==> config.mk <==
export PLATFORM = sky130hd
export DESIGN_NAME = apb_master_ctrl
export DESIGN_NICKNAME = d
export VERILOG_FILES = /design/src/rtl/apb_mst_pkg.sv /design/src/rtl/apb_phase_fsm.sv /design/src/rtl/apb_sel_decode.sv /design/src/rtl/apb_xfer_regs.sv /design/src/rtl/apb_master_ctrl.sv
export SDC_FILE = /design/constraint.sdc
export NUM_CORES = 1
export LEC_CHECK = 0
export BUFFER_PORTS_ARGS = -buffer_cell sky130_fd_sc_hd__buf_2
export CAP_MARGIN = 0
export CELL_PAD_IN_SITES_DETAIL_PLACEMENT = 0
export CELL_PAD_IN_SITES_GLOBAL_PLACEMENT = 1
export CORE_MARGIN = 2
export CORE_UTILIZATION = 34
export DETAILED_ROUTE_END_ITERATION = 7
export PLACE_DENSITY = 0.88
export SLEW_MARGIN = 20
export SYNTH_ARGS = -nofsm -noshare
export SYNTH_HDL_FRONTEND = slang
export SYNTH_SLANG_ARGS = --single-unit
==> constraint.sdc <==
create_clock -name clk_i -period 1.8 [get_ports clk_i]
set_input_delay 0.09 -clock clk_i [delete_from_list [all_inputs] [get_ports clk_i]]
set_output_delay 0.09 -clock clk_i [all_outputs]
set_load 0.03 [all_outputs]
==> src/rtl/apb_mst_pkg.sv <==
package apb_mst_pkg;
  typedef enum logic [1:0] {
    PH_IDLE   = 2'd0,
    PH_SETUP  = 2'd1,
    PH_ENABLE = 2'd2
  } phase_e;
endpackage

==> src/rtl/apb_phase_fsm.sv <==
module apb_phase_fsm
  import apb_mst_pkg::*;
(
  input  logic   clk_i,
  input  logic   rst_ni,
  input  logic   valid_i,
  output logic   ready_o,
  output logic   accept_o,
  output phase_e phase_o
);
  phase_e phase_q, phase_d;

  assign ready_o  = (phase_q != PH_SETUP);
  assign accept_o = valid_i && ready_o;
  assign phase_o  = phase_q;

  always_comb begin
    phase_d = phase_q;
    unique case (phase_q)
      PH_IDLE:   if (accept_o) phase_d = PH_SETUP;
      PH_SETUP:  phase_d = PH_ENABLE;
      PH_ENABLE: phase_d = accept_o ? PH_SETUP : PH_IDLE;
      default:   phase_d = PH_IDLE;
    endcase
  end

  always_ff @(posedge clk_i or negedge rst_ni) begin
    if (!rst_ni) phase_q <= PH_IDLE;
    else         phase_q <= phase_d;
  end
endmodule

==> src/rtl/apb_sel_decode.sv <==
module apb_sel_decode #(
  parameter int N_SLV = 4,
  localparam int IDX_W = $clog2(N_SLV)
) (
  input  logic [IDX_W-1:0] idx_i,
  input  logic             en_i,
  output logic [N_SLV-1:0] sel_o
);
  for (genvar g = 0; g < N_SLV; g++) begin : g_sel
    assign sel_o[g] = en_i && (idx_i == IDX_W'(g));
  end
endmodule

==> src/rtl/apb_xfer_regs.sv <==
module apb_xfer_regs #(
  parameter int ADDR_W = 8,
  parameter int DATA_W = 8
) (
  input  logic              clk_i,
  input  logic              rst_ni,
  input  logic              accept_i,
  input  logic              write_i,
  input  logic [ADDR_W-1:0] addr_i,
  input  logic [DATA_W-1:0] wdata_i,
  input  logic              close_i,
  input  logic [DATA_W-1:0] prdata_i,
  output logic              write_o,
  output logic [ADDR_W-1:0] addr_o,
  output logic [DATA_W-1:0] wdata_o,
  output logic              done_o,
  output logic [DATA_W-1:0] rdata_o
);
  always_ff @(posedge clk_i or negedge rst_ni) begin
    if (!rst_ni) begin
      write_o <= 1'b0;
      addr_o  <= '0;
      wdata_o <= '0;
    end else if (accept_i) begin
      write_o <= write_i;
      addr_o  <= addr_i;
      wdata_o <= wdata_i;
    end
  end

  // close_i marks the enable cycle; its closing edge samples the read bus
  always_ff @(posedge clk_i or negedge rst_ni) begin
    if (!rst_ni) begin
      done_o  <= 1'b0;
      rdata_o <= '0;
    end else begin
      done_o <= close_i;
      if (close_i && !write_o) rdata_o <= prdata_i;
    end
  end
endmodule

==> src/rtl/apb_master_ctrl.sv <==
module apb_master_ctrl
  import apb_mst_pkg::*;
#(
  parameter int ADDR_W = 8,
  parameter int DATA_W = 8,
  parameter int N_SLV  = 4
) (
  input  logic              clk_i,
  input  logic              rst_ni,
  input  logic              req_valid_i,
  output logic              req_ready_o,
  input  logic              req_write_i,
  input  logic [ADDR_W-1:0] req_addr_i,
  input  logic [DATA_W-1:0] req_wdata_i,
  output logic              rsp_done_o,
  output logic [DATA_W-1:0] rsp_rdata_o,
  output logic [ADDR_W-1:0] paddr_o,
  output logic              pwrite_o,
  output logic [DATA_W-1:0] pwdata_o,
  output logic [N_SLV-1:0]  psel_o,
  output logic              penable_o,
  input  logic [DATA_W-1:0] prdata_i
);
  localparam int IDX_W = $clog2(N_SLV);

  phase_e phase;
  logic   accept;

  apb_phase_fsm u_fsm (
    .clk_i    (clk_i),
    .rst_ni   (rst_ni),
    .valid_i  (req_valid_i),
    .ready_o  (req_ready_o),
    .accept_o (accept),
    .phase_o  (phase)
  );

  apb_xfer_regs #(.ADDR_W(ADDR_W), .DATA_W(DATA_W)) u_regs (
    .clk_i    (clk_i),
    .rst_ni   (rst_ni),
    .accept_i (accept),
    .write_i  (req_write_i),
    .addr_i   (req_addr_i),
    .wdata_i  (req_wdata_i),
    .close_i  (phase == PH_ENABLE),
    .prdata_i (prdata_i),
    .write_o  (pwrite_o),
    .addr_o   (paddr_o),
    .wdata_o  (pwdata_o),
    .done_o   (rsp_done_o),
    .rdata_o  (rsp_rdata_o)
  );

  apb_sel_decode #(.N_SLV(N_SLV)) u_dec (
    .idx_i (paddr_o[ADDR_W-1 -: IDX_W]),
    .en_i  (phase != PH_IDLE),
    .sel_o (psel_o)
  );

  assign penable_o = (phase == PH_ENABLE);
endmodule

# Yosys cells after proc, flatten, opt, wreduce, memory -nomap -nowiden
# Cells that the tools add are included.
# word_totals
ff_bits	28
input_bits	28
out_inout_bits	32
elab_cells	26
# op_classes
eq_ne	7
muxes	3
n_reduce_logical	10
# op_table
op	n
2-bit == test, second input constant	3
1-bit logical AND	6
2-bit one-hot mux with 3 select lines	1
2-bit by 1-bit == test with 1-bit output, second input constant	2
2-bit zero test	2
2-bit by 1-bit != test with 1-bit output, second input constant	2
2-bit two-way mux	1
2-bit nonzero test	1
1-bit zero test	1
1-bit two-way mux	1

# Logic depth before layout (Yosys ltp)
# Gate-level depths: netlist of the first run.
# depth
depth_word	4
ltp_mapped	5
mapped_depth_nobuf	4

# Cells and area by module
# From an unflattened synthesis of the first run, not the netlist that was laid out.
# hier_totals
hier_cells	67
hier_area_um2	1181.1
# by_module_without_submodules
mod	instances	cells_each	area_per_inst_um2	seq_area_each_um2
apb_xfer_regs	1	55	1048.5	650.6
apb_phase_fsm	1	6	82.6	50.0
apb_sel_decode	1	4	37.5	0.0
apb_master_ctrl	1	2	12.5	0.0

# Worst setup path before layout of the first run
# No wires, ideal clock.
# synth_timing
path_kind	flip-flop to flip-flop
start	register u_fsm.phase_q[1], in the netlist u_fsm.phase_o[1]
end	register u_regs.rdata_o[0]
setup_time_ps	127
arrival_time_ps	1424
required_ps	1673
path_slack_ps	249
path_stages_with_launch	5
path_buffers	1
synth_period_minus_slack_ps	1551
path_cell_list	dfrtp_1 -> nor2b_2 -> nor2b_4 -> buf_6 -> mux2_1
# synth_between
elab_chain_cells	2
# synth_rtl
element	line	source
start: declaration	apb_phase_fsm.sv:11	phase_e phase_q, phase_d;
start signal: assignment	apb_phase_fsm.sv:29	else phase_q <= phase_d;
2-bit == test	--	
via penable_o	apb_master_ctrl.sv:21	output logic penable_o,
1-bit logical AND	apb_xfer_regs.sv:38	if (close_i && !write_o) rdata_o <= prdata_i;
end signal: assignment	apb_xfer_regs.sv:38	
end: declaration	apb_xfer_regs.sv:17	output logic [DATA_W-1:0] rdata_o
# The timed path passes the listed nets, and every way through them passes these cells.
# A chain may end at the register's enable or synchronous reset.

# Worst setup path in the final report of the first run
# layout_timing
start	register u_fsm.phase_q[1], in the netlist u_fsm.phase_o[1]
end	register u_regs.rdata_o[7]
# layout_between
elab_chain_cells	2
# layout_rtl
element	line	source
2-bit == test	apb_master_ctrl.sv:45	.close_i (phase == PH_ENABLE),
1-bit logical AND	apb_xfer_regs.sv:38	
# Every way passes these cells.

==> run metrics, run 1 <==
status=complete, no violations; Residual DRC=0; Worst Max-Slew Pin Slew=0.620 ns; IO Port Bufs=59; routed vias=837; initial antenna violation count=0; # setup viols final=0; cells after synthesis=68; Worst VDD drop=0.486 mV; Tmin final=1.41 ns; Synth top area share=60.9%; worst endpoint required time=2.02 ns; GRT Util Overall=13.1%; H-tree depth=1; count of final max-slew check failures=0; Max Freq=0.708 GHz; post-synthesis sequential area ratio=60.9%; Placeable Area=0.00328 mm²; Worst Hold Margin=0.0716 ns; cts bufs inserted=3; Die Area=0.00386 mm²; share of layout cells above drive strength 1=50.3%; DR pass1 iterations=4; synth unique cells=14; # IOs=60; Clock Skew=0.00150 ns; Final HPWL DP=1.66 mm; critical path's slowest cell=dfrtp_1; First DRT Iteration DRCs=26; crit path DAT=1.63 ns; syn avg cell area=16.9 µm²; max-cap violations=0; Multi-input gate area=408 µm²; Fillers=290; most common cell after layout, fill and taps aside=buf_2; Routed Antenna Nets=0; static leakage=0.894 nW; CP Cell Sequence=nor2b_2 -> nor2b_4 -> mux2_1; Final Hold Fails=0; #FFs+latches synth=28; Initial Util=35.0%; total grt overflow=0; Mapped Nets=96; final worst setup slack=0.387 ns; antenna fix cells=0; element type at the critical path end=flop; Total Wirelength=2.43 mm; Post-Synthesis Cell Area=0.00115 mm²; synth warn=0; vias in the first global route=879; CP max stage delay=0.45 ns; largest net degree at the start of global routing=29; Place WS=0.386 ns; worst-path maximum fanout=8; CP delay by family, top=simple AND/OR/NAND/NOR gates; CTS tree=done; startpoint types=flop; setup_tns=0 ns; largest area contributor in the netlist=dfrtp_1; vias per cell=4.16; WL/cell=12.1 µm; Area Growth Syn to Fin=55.2%; num rows=21; PD cells=1070 mW/mm²; CP bufs+invs=0; most frequent cells in the layout=buf_2 (59), dfrtp_1 (28), dlygate4sd3_1 (26); HP Class=in -> reg; clock slew at reported path FFs=0.14 ns; Worst Path Class, Setup=reg -> reg; ranking of synthesized cells by area=dfrtp_1 (61%), mux2_1 (15%), mux2_4 (13%), nor2b_4 (2.4%), buf_12 (1.7%); Root Buffer=clkbuf_4; Die W=62.2 µm; Final period util=78.5%; register area=701 µm²; RSZ-0062 raised after global routing=false; slew margin rel.=58.7%; CTS Sinks=28; clk_lat worst skew=0.32 ns; CTS max path bufs=2; postcts setup bufs=0; first-pass GRT wire length=4.02 mm; Die Y=62.2 µm; RePlAce Congestion=0.702; Nets=184
stage by stage:
step           instance area, µm²  power [mW]  std cells  utilization, %
6_report                     1780        1.90        201            54.3
5_1_grt                      1780        2.00        201            54.3
4_1_cts                      1780        1.93        201            54.3
3_5_place_dp                 1470        1.48        171            44.8
3_3_place_gp                 1470        1.46        171            44.8
2_1_floorplan                1150        1.27         68               -
where the power goes:
group          internal (mW)  switching, mW
clock                  0.225          0.174
sequential             0.754         0.0734
combinational          0.260          0.419
final timing paths:
check	startpoint	end	slack, ns	cells past startpoint
min in group asynchronous	rst_ni	u_regs.done_o$_DFF_PN0_	0.31	2
max in group asynchronous	rst_ni	u_regs.addr_o[0]$_DFFE_PN0P_	1.10	2
min	req_valid_i	u_fsm.phase_o[0]$_DFFE_PN0P_	0.07	2
max reg2reg	u_fsm.phase_o[1]$_DFFE_PN0P_	u_regs.rdata_o[7]$_DFFE_PN0P_	0.39	3
max	u_fsm.phase_o[1]$_DFFE_PN0P_	u_regs.rdata_o[7]$_DFFE_PN0P_	0.39	3
min reg2reg	u_regs.rdata_o[4]$_DFFE_PN0P_	u_regs.rdata_o[4]$_DFFE_PN0P_	0.50	1
routing by layer:
| metal | GRT usage, % | up-vias | share of wire [%] |
|---|---|---|---|
| li1 | - | 407 | - |
| met1 | 14.9 | 394 | 41 |
| met2 | 24.2 | 34 | 53 |
| met3 | 2.90 | 2 | 5.7 |
| met4 | 4.17 | 0 | 0.49 |
| met5 | 0 | - | 0 |
synthesized netlist by cell type:
master and n:
nor2b_4 2, inv_4 1, nand2_8 1, mux2_4 10, nor2_1 3, buf_12 1, dfrtp_1 28, nor2b_1 1
nor3_1 2, nor2b_2 1, buf_6 1, mux2_1 15, o21ai_1 1, inv_1 1
cell type report:
type                    count  area share, %
flip-flops and latches     28           39.3
repair buffers             85           31.1
multi-input cells          36           22.9
well taps                  46           3.23
clock inverters             1           1.68
clock buffers               3           1.26
inverters                   2          0.561
state kept, by name, indices dropped and copies added, names as in the netlist:
register	count
u_regs.addr_o	8
u_regs.rdata_o	8
u_regs.wdata_o	8
u_fsm.phase_o	2
u_regs.done_o	1
u_regs.write_o	1
what timing repair did:
action	in CTS	in global routing
hold endpoints to repair	53	0
resized for setup	0	0
hold buffers	26	0
cell families after synthesis:
| family | after synthesis | synth area share (%) |
|---|---|---|
| AOI/OAI and AO/OA | 1 | 0.435 |
| muxes | 25 | 27.7 |
| buffers and inverters | 4 | 3.59 |
| DFF | 28 | 60.9 |
| and+or+nand+nor | 10 | 7.29 |
worst register-to-register path: cells and delay by family, from the launching register on:
| family | cells | cell delay [ns] |
|---|---|---|
| AND/OR/NAND/NOR | 2 | 0.50 |
| multiplexers | 1 | 0.36 |
| flip-flops | 1 | 0.45 |
No activity file was read; power rests on OpenSTA's default activity.
==> inputs of run 2 (changes only) <==
--- a/config.mk
+++ b/config.mk
@@ -10,9 +10,9 @@
 export CELL_PAD_IN_SITES_DETAIL_PLACEMENT = 0
 export CELL_PAD_IN_SITES_GLOBAL_PLACEMENT = 1
 export CORE_MARGIN = 2
-export CORE_UTILIZATION = 34
+export CORE_UTILIZATION = 31
 export DETAILED_ROUTE_END_ITERATION = 7
-export PLACE_DENSITY = 0.88
+export PLACE_DENSITY = 0.85
 export SLEW_MARGIN = 20
 export SYNTH_ARGS = -nofsm -noshare
 export SYNTH_HDL_FRONTEND = slang
==> constraint.sdc (replaced) <==
create_clock -name clk_i -period 1.25 [get_ports clk_i]
set_input_delay 0.0625 -clock clk_i [delete_from_list [all_inputs] [get_ports clk_i]]
set_output_delay 0.0625 -clock clk_i [all_outputs]
set_load 0.03 [all_outputs]
==> run 2 against run 1 <==
Compared with the run above: the run now ends with setup timing left; die area up 9.0%; first-iteration DRC count decreased by 19%; sequential power up 45%; non-clock buffer count shrank 18; register-to-register slack worse by 0.46 ns; sequential share of layout area rose by 0.070 points; largest power group unchanged.
==> run metrics, run 2 (synthesized netlist as in run 1, its figures left out) <==
status=finished, violations left (was complete, no violations); failing checks=setup timing; Worst Path Class, Setup=reg -> reg (unchanged); First DRT Iteration DRCs=21 (was 26); most common cell after layout, fill and taps aside=buf_2 (unchanged); critical path startpoint=u_fsm.phase_o[1]$_DFFE_PN0P_ (unchanged); Final HPWL DP=1.69 mm (was 1.66 mm); Tmin final=1.33 ns (was 1.41 ns); routed length on met2=1.24 mm (was 1.28 mm); wl on met1=1.06 mm (was 999 µm); clk_lat worst skew=0.26 ns (was 0.32 ns); total grt overflow=0 (unchanged); WL/cell=13.6 µm (was 12.1 µm); count of final max-slew check failures=0 (unchanged); Clock Skew=0.00248 ns (was 0.00150 ns); FF-to-FF Start=u_fsm.phase_o[1]$_DFFE_PN0P_ (unchanged); # setup viols final=27 (was 0); post-route insts no fill=187 (was 201); # IOs=60 (unchanged); slew margin rel.=60.3% (was 58.7%); Placeable Area=0.00361 mm² (was 0.00328 mm²); element type at the critical path end=flop (unchanged); Highest Signal Layer=met4 (unchanged); GRT Util Overall=12.5% (was 13.1%); Routed Antenna Nets=0 (unchanged); num rows=22 (was 21); Final Util=49.5% (was 54.3%); Initial Util=31.9% (was 35.0%); final worst setup slack=-0.0754 ns (was 0.387 ns); Final Hold Fails=0 (unchanged); worst endpoint required time=1.41 ns (was 2.02 ns); Die Area=0.00421 mm² (was 0.00386 mm²); startpoint types=flop (unchanged); Residual DRC=0 (unchanged); Top Registers=u_regs.addr_o (8), u_regs.rdata_o (8), u_regs.wdata_o (8) (unchanged); start point of the worst hold path=req_wdata_i[7] (was req_valid_i); most frequent cells in the layout=buf_2 (54), dfrtp_1 (27), mux2_4 (25) (was buf_2 (59), dfrtp_1 (28), dlygate4sd3_1 (26)); CTS Sinks=28 (unchanged); Max Freq=0.754 GHz (was 0.708 GHz); vias in the first global route=809 (was 879); Nets=168 (was 184); register area=702 µm² (was 701 µm²); Multi-input gate area=541 µm² (was 408 µm²); CTS max path bufs=2 (unchanged); cts bufs inserted=3 (unchanged); PD cells=1690 mW/mm² (was 1070 mW/mm²); DR pass1 iterations=2 (was 4); Die Y=64.9 µm (was 62.2 µm); Area Growth Syn to Fin=55.2% (unchanged); HP Class=in -> reg (unchanged); first-pass GRT wire length=4.00 mm (was 4.02 mm); Root Buffer=clkbuf_8 (was clkbuf_4); vias per cell=4.33 (was 4.16); max-cap violations=0 (unchanged); initial antenna violation count=0 (unchanged); Final period util=106% (was 78.5%); largest net degree at the start of global routing=29 (unchanged); Die W=64.9 µm (was 62.2 µm); static leakage=0.915 nW (was 0.894 nW); Post-Place Cells=175 (was 171); Total Wirelength=2.54 mm (was 2.43 mm); IO Port Bufs=59 (unchanged); clock slew at reported path FFs=0.09 ns (was 0.14 ns); CTS tree=done (unchanged); Fillers=320 (was 290); H-tree depth=1 (unchanged); crit path DAT=1.48 ns (was 1.63 ns); RePlAce Congestion=0.611 (was 0.702); worst-path maximum fanout=8 (unchanged); met3 routed WL=217 µm (was 138 µm); antenna fix cells=0 (unchanged); routed vias=810 (was 837); Worst VDD drop=0.498 mV (was 0.486 mV); RSZ-0062 raised after global routing=true (was false); share of layout cells above drive strength 1=77.7% (was 50.3%); Worst Max-Slew Pin Slew=0.596 ns (was 0.620 ns)
==> run 2: area by class of cell <==
type / instances / share of cell area [%]
sequential: 28 / 39.3
timing repair buffer: 67 / 22.3
clock inverter: 1 / 1.68
multi-input combinational: 38 / 30.3
inverter: 2 / 0.701
clock buffer: 3 / 2.31
tap: 48 / 3.37
==> run 2: metal layers <==
metal / track usage [%] / up-vias
met1: 15.9 / 396
met2: 20.5 / 34
met4: 4.79 / 0
met5: 0 / -
met3: 2.95 / 2
li1: - / 378
==> run 2: path summary, 6_finish.rpt <==
| path | to | slack, ns | depth (start not counted) |
|---|---|---|---|
| hold / removal | u_regs.wdata_o[7]$_DFFE_PN0P_ | 0.02 | 2 |
| min in group asynchronous | u_regs.rdata_o[2]$_DFFE_PN0P_ | 0.34 | 2 |
| setup reg to reg | u_regs.write_o$_DFFE_PN0P_ | -0.08 | 5 |
| setup / recovery | u_regs.write_o$_DFFE_PN0P_ | -0.08 | 5 |
| max in group asynchronous | u_fsm.phase_o[0]$_DFFE_PN0P_ | 0.49 | 2 |
| hold reg to reg | u_regs.addr_o[5]$_DFFE_PN0P_ | 0.51 | 1 |
==> run 2: through the flow <==
step                setup WS, ns  total power, mW  TNS (ns)  hold WS (ns)  instance area, µm²
global route              -0.117             3.15     -2.76       0.00963                1780
floorplan                 -0.176             1.84     -2.24        -0.233                1160
CTS                      -0.0634             3.02     -1.23        0.0183                1750
finish                   -0.0754             3.01     -1.44        0.0226                1780
global placement         -0.0511             2.11    -0.738        0.0922                1500
detailed placement        -0.143             2.15     -1.63         0.106                1500
==> run 2: critical path: stages, from the launching register on <==
cell,delay [ns]
dfrtp_1,0.40
buf_6,0.14
nor2b_4,0.16
inv_6,0.09
nand2_8,0.13
mux2_4,0.31
==> run 2: timing repair <==
action | 4_1_cts | 5_1_grt
setup buffers | 4 | 1
hold buffers | 1 | 0
resized for setup | 27 | 7
pin swaps | 2 | 2
cloned | 2 | 0
endpoints found under the setup margin | 29 | 30
hold endpoints to repair | 28 | 0
==> run 2: power by group <==
| part | switching, mW | internal, mW |
|---|---|---|
| Sequential | 0.115 | 1.09 |
| Clock | 0.260 | 0.428 |
| Combinational | 0.639 | 0.481 |
| Total | 1.01 | 2.00 |
